File: src/rtl/leapfrog_pkg.sv
package leapfrog_pkg;

    // Default geometry of the converter
    localparam int unsigned DEF_SEG_BITS  = 4;
    localparam int unsigned DEF_FINE_BITS = 12;

    // Which multiplexer drives the low end of the active segment
    typedef enum logic {
        ROLE_A_LOW  = 1'b0,
        ROLE_A_HIGH = 1'b1
    } role_e;

endpackage

File: src/rtl/lf_tap_decode.sv
module lf_tap_decode
    import leapfrog_pkg::*;
#(
    parameter int unsigned SEG_BITS = DEF_SEG_BITS,
    localparam int unsigned NSEG    = 1 << SEG_BITS,
    localparam int unsigned NA      = NSEG / 2 + 1,
    localparam int unsigned NB      = NSEG / 2
) (
    input  logic [SEG_BITS-1:0] seg,
    output logic [NA-1:0]       a_sel,
    output logic [NB-1:0]       b_sel,
    output role_e               role
);
    localparam int unsigned IDX_W = SEG_BITS + 1;

    logic [IDX_W-1:0] seg_plus_one;
    logic [IDX_W-1:0] a_idx;
    logic [IDX_W-1:0] b_idx;

    // A: even node (k+1) rounded down to even, i.e. index (k+1)>>1
    // B: odd node, index k>>1
    assign seg_plus_one = {1'b0, seg} + IDX_W'(1);
    assign a_idx        = seg_plus_one >> 1;
    assign b_idx        = {1'b0, seg} >> 1;
    assign role         = seg[0] ? ROLE_A_HIGH : ROLE_A_LOW;

    for (genvar gi = 0; gi < NA; gi++) begin : g_a
        assign a_sel[gi] = (a_idx == IDX_W'(gi));
    end

    for (genvar gj = 0; gj < NB; gj++) begin : g_b
        assign b_sel[gj] = (b_idx == IDX_W'(gj));
    end

endmodule

File: src/rtl/lf_fine_fold.sv
module lf_fine_fold
    import leapfrog_pkg::*;
#(
    parameter int unsigned FINE_BITS = DEF_FINE_BITS
) (
    input  role_e                raw_role,
    input  logic [FINE_BITS-1:0] raw_fine,
    output logic [FINE_BITS-1:0] fine
);
    logic flip;

    // Interpolator inputs are swapped when A holds the upper node
    assign flip = (raw_role == ROLE_A_HIGH);

    for (genvar gb = 0; gb < FINE_BITS; gb++) begin : g_bit
        assign fine[gb] = raw_fine[gb] ^ flip;
    end

endmodule

File: src/rtl/leapfrog_dac_decoder.sv
module leapfrog_dac_decoder
    import leapfrog_pkg::*;
#(
    parameter int unsigned SEG_BITS  = DEF_SEG_BITS,
    parameter int unsigned FINE_BITS = DEF_FINE_BITS,
    localparam int unsigned CODE_W   = SEG_BITS + FINE_BITS,
    localparam int unsigned NSEG     = 1 << SEG_BITS,
    localparam int unsigned NA       = NSEG / 2 + 1,
    localparam int unsigned NB       = NSEG / 2
) (
    input  logic                 clk,
    input  logic                 rst_n,
    input  logic                 load,
    input  logic [CODE_W-1:0]    code,
    output logic [NA-1:0]        tap_a_sel,
    output logic [NB-1:0]        tap_b_sel,
    output logic [FINE_BITS-1:0] fine_code
);
    typedef struct packed {
        logic [NA-1:0]        a;
        logic [NB-1:0]        b;
        logic [FINE_BITS-1:0] fine;
    } drive_t;

    localparam drive_t DRIVE_RESET = '{a: NA'(1), b: NB'(1), fine: '0};

    logic [SEG_BITS-1:0]  seg_w;
    logic [FINE_BITS-1:0] raw_fine_w;
    logic [NA-1:0]        a_sel_w;
    logic [NB-1:0]        b_sel_w;
    logic [FINE_BITS-1:0] fine_w;
    role_e                role_w;

    drive_t drv_d;
    drive_t drv_q;

    assign seg_w      = code[CODE_W-1:FINE_BITS];
    assign raw_fine_w = code[FINE_BITS-1:0];

    lf_tap_decode #(
        .SEG_BITS (SEG_BITS)
    ) u_tap (
        .seg   (seg_w),
        .a_sel (a_sel_w),
        .b_sel (b_sel_w),
        .role  (role_w)
    );

    lf_fine_fold #(
        .FINE_BITS (FINE_BITS)
    ) u_fold (
        .raw_role (role_w),
        .raw_fine (raw_fine_w),
        .fine     (fine_w)
    );

    always_comb begin
        drv_d = drv_q;
        if (load) begin
            drv_d.a    = a_sel_w;
            drv_d.b    = b_sel_w;
            drv_d.fine = fine_w;
        end
    end

    always_ff @(posedge clk or negedge rst_n) begin
        if (!rst_n) begin
            drv_q <= DRIVE_RESET;
        end else begin
            drv_q <= drv_d;
        end
    end

    assign tap_a_sel = drv_q.a;
    assign tap_b_sel = drv_q.b;
    assign fine_code = drv_q.fine;

endmodule

File: config.mk
export PLATFORM = sky130hd
export DESIGN_NAME = leapfrog_dac_decoder
export DESIGN_NICKNAME = d
export VERILOG_FILES = /design/src/rtl/leapfrog_pkg.sv /design/src/rtl/lf_tap_decode.sv /design/src/rtl/lf_fine_fold.sv /design/src/rtl/leapfrog_dac_decoder.sv
export SDC_FILE = /design/constraint.sdc
export NUM_CORES = 1
export LEC_CHECK = 0
export BUFFER_PORTS_ARGS = -buffer_cell sky130_fd_sc_hd__buf_2
export CORE_ASPECT_RATIO = 1.4
export CORE_MARGIN = 2
export CORE_UTILIZATION = 41
export DETAILED_ROUTE_END_ITERATION = 8
export PLACE_DENSITY = 0.67
export SYNTH_ARGS = -nofsm -noshare
export SYNTH_HDL_FRONTEND = slang
export SYNTH_SLANG_ARGS = --single-unit
File: constraint.sdc
create_clock -name clk -period 0.8 [get_ports clk]
set_input_delay 0 -clock clk [delete_from_list [all_inputs] [get_ports clk]]
set_output_delay 0 -clock clk [all_outputs]
set_load 0.03 [all_outputs]
==> out/summary.md, run 1 <==
The final critical path takes up 119% of the cycle. The final route contains 1179 vias. The signal on the critical path passes through buf_6.

For the final routed database, the setup TNS stands at -0.846 ns. The die boundary width is 51.9 um, and the internal cell power is 3000 uW. For the worst-skew pair, the clock arrives at the later sink with an insertion delay of 0.28 ns. The cell count of the worst hold path came out at 3. The number of buffers and inverters on the critical path works out to 1. The data arrival time of the worst path is 0.95 ns, and the combinational cell fraction of total power is 29.4%. The flow ran to the end, but the final reports show violations. The count of buffers added on input and output ports is 47. The worst-case IR drop observed on VDD is 1.66 mV. For this design the top-level I/O count stands at 48. The number of DRC violations after detailed-routing iteration 0 is 12. The mapped netlist covers 1320 sq um. The clock network is responsible for 31.0% of the overall power. The run gives 71.5% as the worst relative slew slack. Once detail routing completed, the nets flagged for antenna violations numbered 0.

Class of the most critical setup path: reg -> out. For this run, asynchronously set or reset flops after synthesis account for 100%. STA classifies the critical path startpoint as a flip-flop.

The average routed wire per standard cell is 14.4 um. The logs give -0.149 ns for the post-layout worst setup margin and 2 for the maximum level of the CTS H-tree. The min-delay analysis places its worst path in the category in -> reg. For the leftover overflow at the end of global routing, the log shows 0. TritonCTS built the clock tree. During synthesis, Yosys emitted a total of 0 warnings. The measured slew at the worst slew-check pin is 0.427 ns. The kind of cell with the highest combined delay along the critical path is flip-flops. Top flip-flop cell by instance count after synthesis: sky130_fd_sc_hd__dfrtp_1. The logic depth of the worst setup path including buffers was 1. The tools report the area of the placeable core as 3090 sq um.

In this run the power spent charging and discharging nets is 1310 uW. The largest single stage delay on the critical path is 0.54 ns. The register clock-pin slew on the reported worst setup and hold paths came out at 0.06 ns. The synthesized design contains 0 enable-type register cells. The die is 71.0 um tall.

Including well taps, the total number of placed cells is 203. The congestion estimate from routability-driven global placement came to 0.816. The number of instances in the synthesized netlist is 116. The proportion of layout cells with a drive suffix above 1 is 55.2%. For this run, the top clock speed supported by timing is 1.05 GHz. In this run the mean area of a mapped cell was 11.3 sq um.

Synthesized netlist net count: 136. Setup repair after global routing could not meet its margin everywhere. The master of the slowest instance on the critical path is sky130_fd_sc_hd__dfstp_2. STA classifies the critical path endpoint as a primary output.

The tools report the final instance count without filler cells as 240. In this run, flip-flops and latches consume 39.5% of the power. At the worst endpoint, the required time is 0.80 ns. The register bit count reported by yosys came out at 29. Counting the buffers created by CTS gives 5.

The clock arrives with 0 ns of skew. Summed over all cells, the static leakage comes to 0.00103 uW. Starting density of the core: 42.6%. The final reports fail on setup timing. The synthesized netlist contains 26 unique library cells. Once layout is complete, the utilization of the core stands at 72.7%. The logs give 0 for the number of antenna violations at the first check in global routing and 2 for the maximum count of clock buffers along a single path. The clock period minus final worst setup slack was 0.949 ns; the via density per instance was 4.91.

Row generation in the floorplan step produced 24 rows. Relative to the synthesized area, the layout overhead comes to 70.9%. Summed over all nets, the half-perimeter wirelength after detailed placement is 2210 um. Measured in cells, the most critical reg-to-reg path has a length of 2. The logs give 4 for the first-pass iteration count of the detailed router and 5850 um for the wire length of the first global-routing pass. In this run the power density over the cells is 1920 nW/um^2. The setup slack after placement came out at -0.177 ns.

For the largest net degree at the start of global routing, the log shows 30. Across the run, the number of max-cap violations was 0. The routed design has 3450 um of wire.

The count of endpoints failing hold in the final timing report was 0. For this run, the total global-route usage over all layers was measured as 21.6%. In this run the worst path has a maximum fanout of 2. The total count of max-transition violations in the final report came out at 0.

For the final-stage net count, the log shows 220. The DRC violations left is 0, and the fraction of the yosys area taken by sequential cells is 55.3%. Setup violations remaining at the end of the flow were counted as 30. The via count of the first global-routing pass is 1252, and the die area is 3690 sq um. The net switching share of the total power is 30.3%.

Counting every sink on the clock net gives 29. The tree is rooted in a sky130_fd_sc_hd__clkbuf_8. The number of antenna diodes in the final layout is 0.
## cells in the mapped netlist, drive strengths merged (2+ instances only)
cell type	number	share of area (%)
nand2	6	1.7
o2bb2ai	13	11
dfrtp	27	51
nor2	12	3.4
nand2b	4	1.9
nand3	4	1.5
clkbuf	2	0.57
buf	7	3.3
dfstp	2	4.0
inv	3	0.86
a21oi	13	4.9
xnor2	13	8.7
## metrics by stage
step	hold WS, ns	power, uW	cell area (sq um)
final	0.00854	4310	2250
after global routing	0.0126	4530	2250
after floorplan	-0.296	2270	1340
after CTS	0.000190	4220	2100
after detailed placement	-0.0380	2570	1650
after global placement	-0.0439	2540	1650
## path summary, 6_finish.rpt
check / start / to / slack, ns
setup / recovery: tap_b_sel[0] / tap_b_sel[0] / -0.15
hold / removal: code[8] / fine_code[8] / 0.009
setup reg to reg: tap_a_sel[0] / tap_a_sel[0] / -0.02
hold reg to reg: tap_b_sel[0] / tap_b_sel[0] / 0.51
max in group asynchronous: rst_n / tap_a_sel[0] / 0.37
min in group asynchronous: rst_n / tap_b_sel[4] / 0.20
## registers in the layout, summed over array words and instances (netlist names)
name,count
tap_a_sel,9
fine_code,12
tap_b_sel,8
## worst reg2reg max path, cell delays in order, from the launching register on
cell                        delay, ns
sky130_fd_sc_hd__dfstp_2         0.54
sky130_fd_sc_hd__buf_4           0.11
sky130_fd_sc_hd__o2bb2ai_2       0.10
## cell type report
class	count	area, sq um
inverters	3	11.3
clock buffers	7	96.3
flip-flops and latches	29	729
repair buffers	86	754
multi-input cells	75	604
clock inverters	1	5.00
well taps	39	48.8
fillers	232	843
## cell families after synthesis
logic type | count (synthesis) | share of synthesized area [%]
adders and majority gates | 1 | 0.950
buffers and inverters | 12 | 4.75
AOI/OAI and AO/OA | 31 | 18.5
xor gates and xnor gates | 14 | 9.32
muxes | 1 | 1.14
DFF | 29 | 55.3
and+or+nand+nor | 28 | 9.98
## layer usage
layer  up-vias  wire length, um  track usage, %
met5         -                0               0
met4         0               51            7.89
met3         5              183            7.59
met2        36             1880            36.6
met1       572             1340            24.4
li1        566                -               -
## power by group through the flow
stage | clock network [uW] | logic (uW) | registers (uW)
final | 1340 | 1270 | 1700
after global routing | 1450 | 1360 | 1720
after CTS | 1370 | 1150 | 1700
after detailed placement | 0 | 873 | 1700
after global placement | 0 | 850 | 1690
after floorplan | 0 | 305 | 1960
## placed cells by master (no fill, tap or decap), types with 7 or more instances in the layout
cell,instances
sky130_fd_sc_hd__buf_6,33
sky130_fd_sc_hd__buf_4,27
sky130_fd_sc_hd__dfrtp_1,26
sky130_fd_sc_hd__buf_2,18
sky130_fd_sc_hd__xnor2_1,13
sky130_fd_sc_hd__a21oi_1,11
sky130_fd_sc_hd__o2bb2ai_1,8
sky130_fd_sc_hd__clkbuf_8,7
sky130_fd_sc_hd__dlygate4sd3_1,7
## what timing repair did
item / in CTS / in global routing
setup buffers: 16 / 6
hold buffers: 5 / 2
endpoints found under the setup margin: 29 / 37
hold endpoints to repair: 33 / 2
resized for setup: 58 / 21
No activity file was read; power rests on OpenSTA's default activity.
==> inputs of run 2 (changes only) <==
Settings changed: BUFFER_PORTS_ARGS -buffer_cell sky130_fd_sc_hd__buf_2 to unset, DONT_BUFFER_PORTS set to 1, PLACE_DENSITY 0.67 to unset.
==> run 2 against run 1 <==
The run ends with hold timing, setup timing left; clock power shrank 9.7%; global-route usage shrank 2.7 points; utilization shrank 8.4 points.
==> out/summary.md, run 2 (synthesis gave the netlist of run 1 again) <==
The tools report the final weighted congestion in routability-driven placement as 0.807. The register with the most flip-flops in the layout has 12 of them. The final layout contains 188 nets. Total count of max-transition violations in the final report: 0. The run gives -0.193 ns as the final hold slack.

Leaving out fill and tap cells, the most frequent cells in the layout are sky130_fd_sc_hd__buf_6 (30), sky130_fd_sc_hd__dfrtp_1 (26), sky130_fd_sc_hd__buf_4 (15). The DRC violations left is 0, and the final clock skew is 0 ns. The worst path needs 0.943 ns of the cycle, external delays included.

The via count of the first global-routing pass is 1119, and the combinational cell fraction of total power is 26.6%. The post-layout worst setup margin is -0.143 ns, and the count of endpoints failing hold in the final timing report is 21. The tightest min-delay check is of the in -> reg type. The area of combinational cells with multiple inputs is 553 sq um, and the average routed wire per standard cell is 15.7 um. For the share of total power in the clock network, the log shows 30.5%. Entering global routing, the biggest net connects 34 pins.

The library cell used most frequently in the layout, excluding fill and tap cells, is sky130_fd_sc_hd__buf_6. The area of the placeable core is 3090 sq um, and the area of placed instances is 1550 sq um. The number of I/O port buffers was 0. The clock latency on the worst-skew pair came out at 0.27 ns. The class of the most critical setup path was reg -> out. The tools report the startpoint type of the worst setup path as a flip-flop. The number of antenna violations at the first check in global routing is 0. Global routing consumed, over all layers together, 18.9% of the routing resources.

Once detail routing completed, the nets flagged for antenna violations numbered 0. In this run the worst path has a maximum fanout of 2. The area growth from synthesis to layout is 51.2%. The path with the worst hold slack has its endpoint at fine_code[0]. Clock-pin slew was measured on the worst setup and hold paths at 0.06 ns. For this run, the top clock speed supported by timing is 1.06 GHz. STA classifies the critical path endpoint as a primary output. The number of buffers created by CTS is 5, and the count of endpoints failing setup in the final report is 24. The floorplan has 24 rows. Of the available clock period, the critical path in the final layout requires 118%. The first global-routing pass estimated 5210 um of wire.

The run gives 48 as the number of top-level design ports. Number of sinks driven by the clock tree: 29. For this design the ratio of total power to cell area is 1990 nW/um^2. Per report_power, the sequential group accounts for 43.0% of the total. Setup repair after global routing could not meet its margin everywhere. Net switching is 28.6% of the power. The run finished, with violations left.

Worst reg2reg path startpoint: tap_a_sel[0]. The proportion of layout cells with a drive suffix above 1 is 38.5%. Measured along the x axis, the die boundary spans 51.9 um. The setup check on the worst reg-to-reg path leaves a slack of -0.08 ns. For this design the static power due to leakage is 0.000901 uW. Prior to clock tree synthesis, the placed netlist has a worst setup slack of -0.00347 ns. The number of buffers and inverters on the critical path was 1.

The largest single stage delay on the critical path is 0.54 ns. Dividing the detail-routed via count by the number of cells gives 5.16. TritonCTS built the clock tree.

The total area of sequential cells was 729 sq um; the maximum vdd ir drop was 1.64 mV. The tools report the leftover overflow at the end of global routing as 0. The first TritonRoute pass finished after 4 iterations. The measured slew at the worst slew-check pin is 0.369 ns, and the maximum count of clock buffers along a single path is 2.

Counting the fill cells in the layout gives 258. Cell internal power was estimated by the tool at 2830 uW. Measured along the y axis, the die boundary spans 71.0 um.

The number of DRC violations after detailed-routing iteration 0 was 13; the total routed wirelength was 3260 um. The tools report the data arrival time of the worst path as 0.94 ns. Master of the slowest instance on the critical path: sky130_fd_sc_hd__dfstp_2. The family with the most delay on the worst path is flip-flops. Total via count after detailed routing: 1074. Master cell of the clock root buffer: sky130_fd_sc_hd__clkbuf_8. Once layout is done, the placed cells without fillers occupy 1990 sq um. The count of antenna diodes in the layout was 0. The HPWL after detailed placement was 1980 um. At the worst endpoint, the required time is 0.80 ns.

The worst register-to-register path ends at tap_a_sel[0]. For the worst flop-to-flop path, the logic depth is 3. The cell count of the worst hold path was 1; the die area was 3690 sq um. The tools report the max-cap violation count as 0.

The switching power was 1130 uW. For the count of hold-fix buffers inserted at cts, the log shows 9. Headroom to the max-slew limit came out at 75.4%.

The worst hold path begins at load. For this configuration, the core starts out at a cell density of 42.6%. The maximum level of the CTS H-tree was 2. The checks that failed: hold timing, setup timing. The critical path goes through buf_6.
==> run 2: worst max-delay path by stage <==
stage	endpoint	depth (start not counted)	start
2_1_floorplan	tap_b_sel[0]	2	tap_b_sel[0]
3_3_place_gp	tap_a_sel[1]	4	code[12]
3_5_place_dp	tap_a_sel[2]	4	code[12]
4_1_cts	tap_b_sel[0]	1	tap_b_sel[0]
5_1_grt	tap_a_sel[0]	1	tap_a_sel[0]
6_report	tap_a_sel[0]	1	tap_a_sel[0]
==> run 2: power groups by stage <==
stage               Combinational (uW)  Clock, uW  Sequential (uW)
detailed placement                 768          0             1710
CTS                               1000       1250             1700
finish                            1050       1210             1700
global placement                   749          0             1700
floorplan                          305          0             1960
global route                      1120       1340             1720
==> run 2: metal layers <==
metal  share of wire, %  wire, um  track usage (%)  up-vias
met2                 57      1860             31.4       33
met1                 37      1210             23.1      532
met3                4.9       161             5.27        5
li1                   -         -                -      504
met5                  0         0                0        -
met4               0.95        31             6.73        0
==> run 2: per-stage QoR <==
step,setup TNS [ns],util (%),instances,power (uW)
after floorplan,-0.0415,-,116,2270
final,-0.547,64.4,208,3960
after CTS,-1.25,62.1,202,3950
after detailed placement,-0.00347,50.0,175,2470
after global routing,-1.45,64.4,208,4170
after global placement,0,50.0,175,2450
==> run 2: worst register-to-register path, stage by stage (launching register included) <==
cell,delay (ns)
sky130_fd_sc_hd__dfstp_2,0.54
sky130_fd_sc_hd__buf_4,0.11
sky130_fd_sc_hd__buf_6,0.08
sky130_fd_sc_hd__o2bb2ai_2,0.08
==> run 2: repair_timing <==
action                                  CTS  global route
buffers inserted                         10             6
hold endpoints to repair                 57            21
cloned                                    0             0
endpoints found under the setup margin   29            38
resized for setup                        29             6
pin swaps                                 0             1
==> run 2: cell type report <==
type | instances | area share [%]
clock buffer | 8 | 4.53
sequential | 29 | 36.6
multi-input combinational | 75 | 27.8
tap | 39 | 2.45
inverter | 3 | 0.566
timing repair buffer | 54 | 28.0
